$ cat config.mk
export PLATFORM = sky130hd
export DESIGN_NAME = tbase_counters
export DESIGN_NICKNAME = d
export VERILOG_FILES = /design/src/rtl/tbase_pkg.sv /design/src/rtl/tick_prescaler.sv /design/src/rtl/cycle_counter.sv /design/src/rtl/seconds_counter.sv /design/src/rtl/tbase_counters.sv
export SDC_FILE = /design/constraint.sdc
export NUM_CORES = 1
export LEC_CHECK = 0
export BUFFER_PORTS_ARGS = -buffer_cell sky130_fd_sc_hd__buf_2
export CAP_MARGIN = 40
export CORE_MARGIN = 1
export CORE_UTILIZATION = 50
export DETAILED_ROUTE_END_ITERATION = 16
export PLACE_DENSITY = 0.68
export SLEW_MARGIN = 20
export SYNTH_ARGS = -nofsm -noshare
export SYNTH_HDL_FRONTEND = slang
export SYNTH_HIERARCHICAL = 1
export SYNTH_SLANG_ARGS = --single-unit
$ cat constraint.sdc
create_clock -name clk -period 5.2 [get_ports clk]
set_input_delay 0.78 -clock clk [delete_from_list [all_inputs] [get_ports clk]]
set_output_delay 0.78 -clock clk [all_outputs]
set_load 0.03 [all_outputs]
$ cat src/rtl/tbase_pkg.sv
// Shared constants and register addresses for the timebase counters.
// Assumes word addressing with one 32-bit register per address.
package tbase_pkg;
    localparam int WORD_W = 32;
    localparam int ADDR_W = 2;

    typedef enum logic [ADDR_W-1:0] {
        A_SECONDS = 2'd0,
        A_CYCLES  = 2'd1,
        A_RSVD_2  = 2'd2,
        A_RSVD_3  = 2'd3
    } reg_addr_e;
endpackage

$ cat src/rtl/tick_prescaler.sv
// Divides the system clock by DIV and emits a one-cycle tick on the last
// count of each period. Assumes DIV >= 1.
module tick_prescaler #(
    parameter int DIV = 16
) (
    input  logic clk,
    input  logic rst_n,
    output logic tick
);
    localparam int CW = (DIV > 1) ? $clog2(DIV) : 1;
    localparam logic [CW-1:0] LAST = CW'(DIV - 1);

    logic [CW-1:0] pre_q;

    // Count from 0 to LAST, then restart from zero.
    always_ff @(posedge clk) begin
        if (!rst_n)            pre_q <= '0;
        else if (pre_q == LAST) pre_q <= '0;
        else                   pre_q <= pre_q + 1'b1;
    end

    assign tick = (pre_q == LAST);


    pre_range_chk: assert property (@(posedge clk) disable iff (!rst_n)
        pre_q <= LAST);

    generate
        if (DIV > 1) begin : g_spacing

            tick_spacing_chk: assert property (@(posedge clk) disable iff (!rst_n)
                tick |=> !tick);
        end
    endgenerate
endmodule

$ cat src/rtl/cycle_counter.sv
// Approximate reference-cycle counter: adds STEP on each tick and loads
// zero instead of reaching WRAP. Flags the tick on which it wraps.
// Assumes STEP < WRAP and that WRAP fits in W bits.
module cycle_counter #(
    parameter int W    = 32,
    parameter int STEP = 16,
    parameter int WRAP = 25000000
) (
    input  logic         clk,
    input  logic         rst_n,
    input  logic         tick,
    output logic [W-1:0] cyc,
    output logic         wrap
);
    localparam logic [W-1:0] STEP_V = W'(STEP);
    localparam logic [W-1:0] WRAP_V = W'(WRAP);

    logic [W-1:0] next_v;

    assign next_v = cyc + STEP_V;
    assign wrap   = tick && (next_v >= WRAP_V);

    // Advance on tick, restarting from zero instead of reaching the wrap value.
    always_ff @(posedge clk) begin
        if (!rst_n)    cyc <= '0;
        else if (wrap) cyc <= '0;
        else if (tick) cyc <= next_v;
    end


    low_bits_chk: assert property (@(posedge clk) disable iff (!rst_n)
        cyc[3:0] == 4'd0);

    cyc_bound_chk: assert property (@(posedge clk) disable iff (!rst_n)
        cyc < WRAP_V);

    hold_no_tick_chk: assert property (@(posedge clk) disable iff (!rst_n)
        !tick |=> $stable(cyc));
endmodule

$ cat src/rtl/seconds_counter.sv
// Whole-seconds counter: adds one for every wrap pulse of the cycle counter.
// Assumes a 32-bit count never overflows during the device lifetime.
module seconds_counter #(
    parameter int W = 32
) (
    input  logic         clk,
    input  logic         rst_n,
    input  logic         inc,
    output logic [W-1:0] secs
);
    // Count completed seconds.
    always_ff @(posedge clk) begin
        if (!rst_n)   secs <= '0;
        else if (inc) secs <= secs + 1'b1;
    end


    sec_hold_chk: assert property (@(posedge clk) disable iff (!rst_n)
        !inc |=> $stable(secs));
endmodule

$ cat src/rtl/tbase_counters.sv
// Top of the timebase counters: prescaler, cycle counter, seconds counter
// and a registered read port. Both registers are read-only, so the write
// path is decoded only to be discarded. Assumes TICK_PS is a whole multiple
// of CLK_PERIOD_PS.
module tbase_counters
    import tbase_pkg::*;
#(
    parameter int CLK_PERIOD_PS = 40000,
    parameter int TICK_PS       = 640000,
    parameter int CYC_STEP      = 16,
    parameter int CYC_WRAP      = 25000000
) (
    input  logic              clk,
    input  logic              rst_n,
    input  logic              bus_sel,
    input  logic              bus_wr,
    input  logic [ADDR_W-1:0] bus_addr,
    input  logic [WORD_W-1:0] bus_wdata,
    output logic [WORD_W-1:0] bus_rdata
);
    localparam int DIV = TICK_PS / CLK_PERIOD_PS;

    logic              tick;
    logic              wrap;
    logic [WORD_W-1:0] cyc_q;
    logic [WORD_W-1:0] sec_q;
    logic              rd_en;
    logic              wr_en;

    tick_prescaler #(.DIV(DIV)) u_pre (
        .clk   (clk),
        .rst_n (rst_n),
        .tick  (tick)
    );

    cycle_counter #(.W(WORD_W), .STEP(CYC_STEP), .WRAP(CYC_WRAP)) u_cyc (
        .clk   (clk),
        .rst_n (rst_n),
        .tick  (tick),
        .cyc   (cyc_q),
        .wrap  (wrap)
    );

    seconds_counter #(.W(WORD_W)) u_sec (
        .clk   (clk),
        .rst_n (rst_n),
        .inc   (wrap),
        .secs  (sec_q)
    );

    assign rd_en = bus_sel && !bus_wr;
    assign wr_en = bus_sel &&  bus_wr;

    // Capture a snapshot of the addressed register on each read.
    always_ff @(posedge clk) begin
        if (!rst_n) begin
            bus_rdata <= '0;
        end else if (rd_en) begin
            case (reg_addr_e'(bus_addr))
                A_SECONDS: bus_rdata <= sec_q;
                A_CYCLES:  bus_rdata <= cyc_q;
                default:   bus_rdata <= '0;
            endcase
        end
    end


    reset_clear_chk: assert property (@(posedge clk)
        !rst_n |=> (cyc_q == '0 && sec_q == '0 && bus_rdata == '0));

    sec_on_wrap_chk: assert property (@(posedge clk) disable iff (!rst_n)
        (sec_q != $past(sec_q)) |-> (cyc_q == '0 && $past(cyc_q) != '0));

    write_ignored_chk: assert property (@(posedge clk) disable iff (!rst_n)
        (wr_en && !tick && bus_wdata != '0) |=> ($stable(cyc_q) && $stable(sec_q)));

    rdata_hold_chk: assert property (@(posedge clk) disable iff (!rst_n)
        !rd_en |=> $stable(bus_rdata));
endmodule

# == After elaboration in Yosys (flattened, before gate mapping) ==
# Cells that the tools add are included.
# totals
ff_bits,100
out_inout_bits,32
# classes
n_eq_ne,2
n_bitwise,1
muxes,1
reduce_logical,6
n_lt_le_gt_ge,1
add_sub_neg,3
# ops
operator,n
32-bit case mux with 2 select lines,1
32-bit by 1-bit adder with 32-bit output (second input constant),1
32-bit by 5-bit adder with 32-bit output (second input constant),1
32-bit by 25-bit greater-or-equal comparator with 1-bit output (second input constant),1
4-bit by 1-bit adder with 4-bit output (second input constant),1
4-bit == test (second input constant),1
2-bit OR reduction,2
2-bit by 1-bit == test with 1-bit output (second input constant),1
1-bit logical AND,2
2-bit zero test,1
1-bit zero test,1
1-bit NOT,1

# == Longest topological paths before layout ==
# depth
ltp_word,4
ltp_mapped,17
mapped_depth_nobuf,12

# == By module ==
# Netlist, hierarchy kept.
# modules_own_cells
module,area_per_inst_um2,n_inst,cells_per_inst
cycle_counter,2072.0,1,247
tbase_counters,1582.8,1,113
seconds_counter,1562.7,1,176
tick_prescaler,168.9,1,16

# == Worst setup path before layout ==
# Ideal clock, no wire load.
# synth_timing
path_kind,register -> register
from,register u_cyc.cyc[4]
to,register u_sec.secs[26]
required_time_ns,5.065
path_stages_with_launch,17
n_path_buf,5
path_slack_ns,1.648
t_arrival_ns,3.417
cell_sequence,dfxtp_1 ha_1 clkbuf_1 nand4_1 nor3b_1 o2111a_1 nor2_1 o31ai_2 buf_4 a21o_1 buf_2 and4_1 buf_2 nand4_1 clkbuf_1 o311ai_0 o41ai_1
# synth_between
elab_chain_len,3
# synth_rtl
item,line,rtl
start: declaration,cycle_counter.sv:12,"output logic [W-1:0] cyc,"
start signal: assignment,cycle_counter.sv:27,else if (tick) cyc <= next_v;
32-bit by 5-bit adder with 32-bit output,cycle_counter.sv:20,assign next_v = cyc + STEP_V;
32-bit by 25-bit greater-or-equal comparator with 1-bit output,cycle_counter.sv:21,assign wrap = tick && (next_v >= WRAP_V);
1-bit logical AND,cycle_counter.sv:21,
named net wrap,tbase_counters.sv:24,logic wrap;
end signal: assignment,seconds_counter.sv:14,else if (inc) secs <= secs + 1'b1;
end: declaration,seconds_counter.sv:9,output logic [W-1:0] secs
# The timed path passes the listed nets, and every way through them passes these cells.
# A chain may end at the register's enable or synchronous reset.

# == Worst setup path in the final report ==
# layout_timing
from,register u_cyc.cyc[4]
to,register u_sec.secs[22]
# Same word-level chain as after synthesis.

==> reports/results.txt <==
Status: finished, final reports clean
Least-Margin Pin Slew: 0.7330 ns
Final Instance Count excl. Fillers: 702
Num CTS Buffers: 9
Die Area: 0.01119 mm2
I/O Buffers: 37
Clock buffer depth: 2
DRC viols: 0
Placed insts: 686
Leak Pwr: 2.146 nW
Final hold violations: 0
Syn avg cell area: 9.758 um2
Fmax achieved: 233.1 MHz
Initial antenna violation count: 0
Endpoints failing setup: 0
Max-slew headroom: 50.68%
Crit-path max FO: 12
Clk_skew: 0.01892 ns
Remaining global-route overflow: 0
Cell area after synthesis: 0.005386 mm2
Ant. Diodes: 0
Post-synth EDFFs: 0
CTS tree: yes
Die width: 105.8 um
Pwr/cell area: 220.9 mW/mm2
Clock transition at path regs: 0.10 ns
Post-CTS setup buffer count: 0
CP startpoint: u_cyc/cyc[4]$_SDFFE_PP0P_
DR pass1 iterations: 5
Max cap viols: 0
Setup CP Type: reg2reg
DP HPWL: 8705 um
CP Capture Type: register
Area of the multi-input gates: 0.003114 mm2
CP startpoint kind: register
Reg2reg start: u_cyc/cyc[4]$_SDFFE_PP0P_
Sequential area share after synthesis: 35.68%
Maximum vdd drop: 0.0001407 V
Ys async rst share: 0%
Area grow syn2layout: 6.063%
Crit path arrival time: 4.58 ns
Min-delay src: u_sec/secs[31]$_SDFFE_PN0P_
Yosys warnings: 6
Ys flop type: dfxtp_1
Vias per cell: 5.944
Initial Util: 51.94%
H-tree depth: 3
Unrepaired setup endpoints after global routing: no
Routed Antenna Nets: 0
CP required: 5.49 ns
DRT iter0 DRCs: 337
# nets final: 603
Die extent in y: 105.8 um
Via count: 4173
Tmin final: 4.290 ns
Syn Inst Count: 552
Per-cell routed wire length: 17.35 um
Core ar.: 0.01037 mm2
First-pass GRT wire length: 20290 um
Share of cells above drive strength 1: 21.91%
Vias in the first global route: 3915
Largest net degree at the start of global routing: 51
I/O pin cnt: 70
Synth cell types: 81
Reg area: 0.001922 mm2
GPL Wtd Cong: 0.8946
Period utilization: 82.50%
Layout fillers: 970
Clk sinks: 96
Rows: 37
GRT Total Usage: 22.73%
Routed WL: 12180 um
CTS root buf: clkbuf_8
Clock Latency Late Sink: 0.36 ns
Post-cts sizing count: 0
Hold WC Path Type: reg2reg
Hold-fix buffers, CTS: 0
Yosys reg bits: 96
Setup TNS Final: 0 ns
Final Max Tran Viols: 0
-- cell families (layout without fill, tap and decap cells) --
kind of cell,count (synthesis),after routing,synth area share [%]
and+or+nand+nor,215,215,23.90
DFF,96,96,35.68
AOI/OAI and AO/OA,91,91,14.98
buffers and inverters,60,71,6.876
xor gates and xnor gates,46,46,7.480
muxes,39,39,10.08
adders and majority gates,4,4,0.9292
other,1,4,0.06962
-- synth_stat cells, types with 11 or more instances --
master	instances	area share, %
xor2_1	25	4.1
nor2_1	38	2.6
clkbuf_1	13	0.91
nand4_1	23	2.7
a32o_1	32	5.9
nand2_1	35	2.4
nor4_1	11	1.3
dfxtp_1	96	36
nand2b_1	12	1.4
inv_1	12	0.84
nor3_2	12	2.2
mux2_4	30	8.4
xnor2_1	21	3.4
nor3_1	14	1.3
nand3_1	21	2.0
-- final cells by class --
| cell class | instances | area share, % |
|---|---|---|
| Clock buffer | 9 | 2.168 |
| Clock inverter | 7 | 1.183 |
| Inverter | 12 | 0.7884 |
| Multi-Input combinational cell | 399 | 54.51 |
| Sequential cell | 96 | 33.64 |
| Tap cell | 136 | 2.979 |
| Timing Repair Buffer | 43 | 4.731 |
-- layer usage --
metal  vias up  part of all wire, %  routed length [um]  track usage (%)
li1       2073                    -                   -                -
met1      2002                   48                5828            30.43
met2        86                   47                5781            37.54
met3        12                  2.9                 356            2.968
met4         0                  1.8                 214            7.937
met5         -                    0                   0                0
-- power by group --
part           total (mW)  internal (mW)  switching (mW)
clock               0.469          0.185           0.284
combinational      0.0537         0.0188          0.0349
sequential          0.740          0.737         0.00237
-- stage by stage --
stage	worst slack (ns)	power [mW]	area (um2)	hold WS, ns	util, %
finish	0.9101	1.262	5713	0.4762	55.09
global route	0.5440	1.307	5713	0.5145	55.09
CTS	0.9550	1.278	5713	0.4799	55.09
detailed placement	0.9566	0.8102	5522	0.4645	53.25
global placement	1.073	0.8034	5459	0.4530	52.64
floorplan	1.648	0.8016	5398	0.4422	-
-- worst max-delay path, stage by stage, from the launching register on --
cell and delay [ns]:
dfxtp_1 0.54, ha_1 0.50, and4_1 0.59, nand3_1 0.15, mux2i_1 0.16, o21ai_1 0.13
o31ai_4 0.20, a21o_1 0.29, and4_1 0.41, nand4_1 0.52, or4_1 0.58, a21oi_1 0.14
-- registers in the layout (all words and copies together) (netlist names) --
| name | flops |
|---|---|
| u_pre/pre_q | 4 |
| u_sec/secs | 32 |
| bus_rdata | 32 |
| u_cyc/cyc | 28 |
-- final timing paths --
path	cells after the start	slack, ns	end
setup / recovery	11	0.91	u_sec/secs[22]$_SDFFE_PN0P_
hold / removal	2	0.48	u_sec/secs[31]$_SDFFE_PN0P_
setup reg to reg	11	0.91	u_sec/secs[22]$_SDFFE_PN0P_
hold reg to reg	2	0.48	u_sec/secs[31]$_SDFFE_PN0P_
-- cells in the final DEF (no fill, tap or decap), drive strengths merged, types with 5 or more instances in the layout --
cell    synthesis  final
a21oi          10     10
a32o           32     32
and2            5      5
and3            6      6
buf            31     43
clkbuf         14      9
clkinv          0      5
dfxtp          96     96
inv            12     14
mux2           32     32
mux2i           7      7
nand2          35     35
nand2b         12     12
nand3          22     22
nand4          26     26
nor2           40     40
nor3           26     26
nor4           13     13
o21ai           7      7
o311ai          8      8
o41ai           8      8
or4             5      5
xnor2          21     21
xor2           25     25
Note: power is estimated with default switching activity, not from simulation.
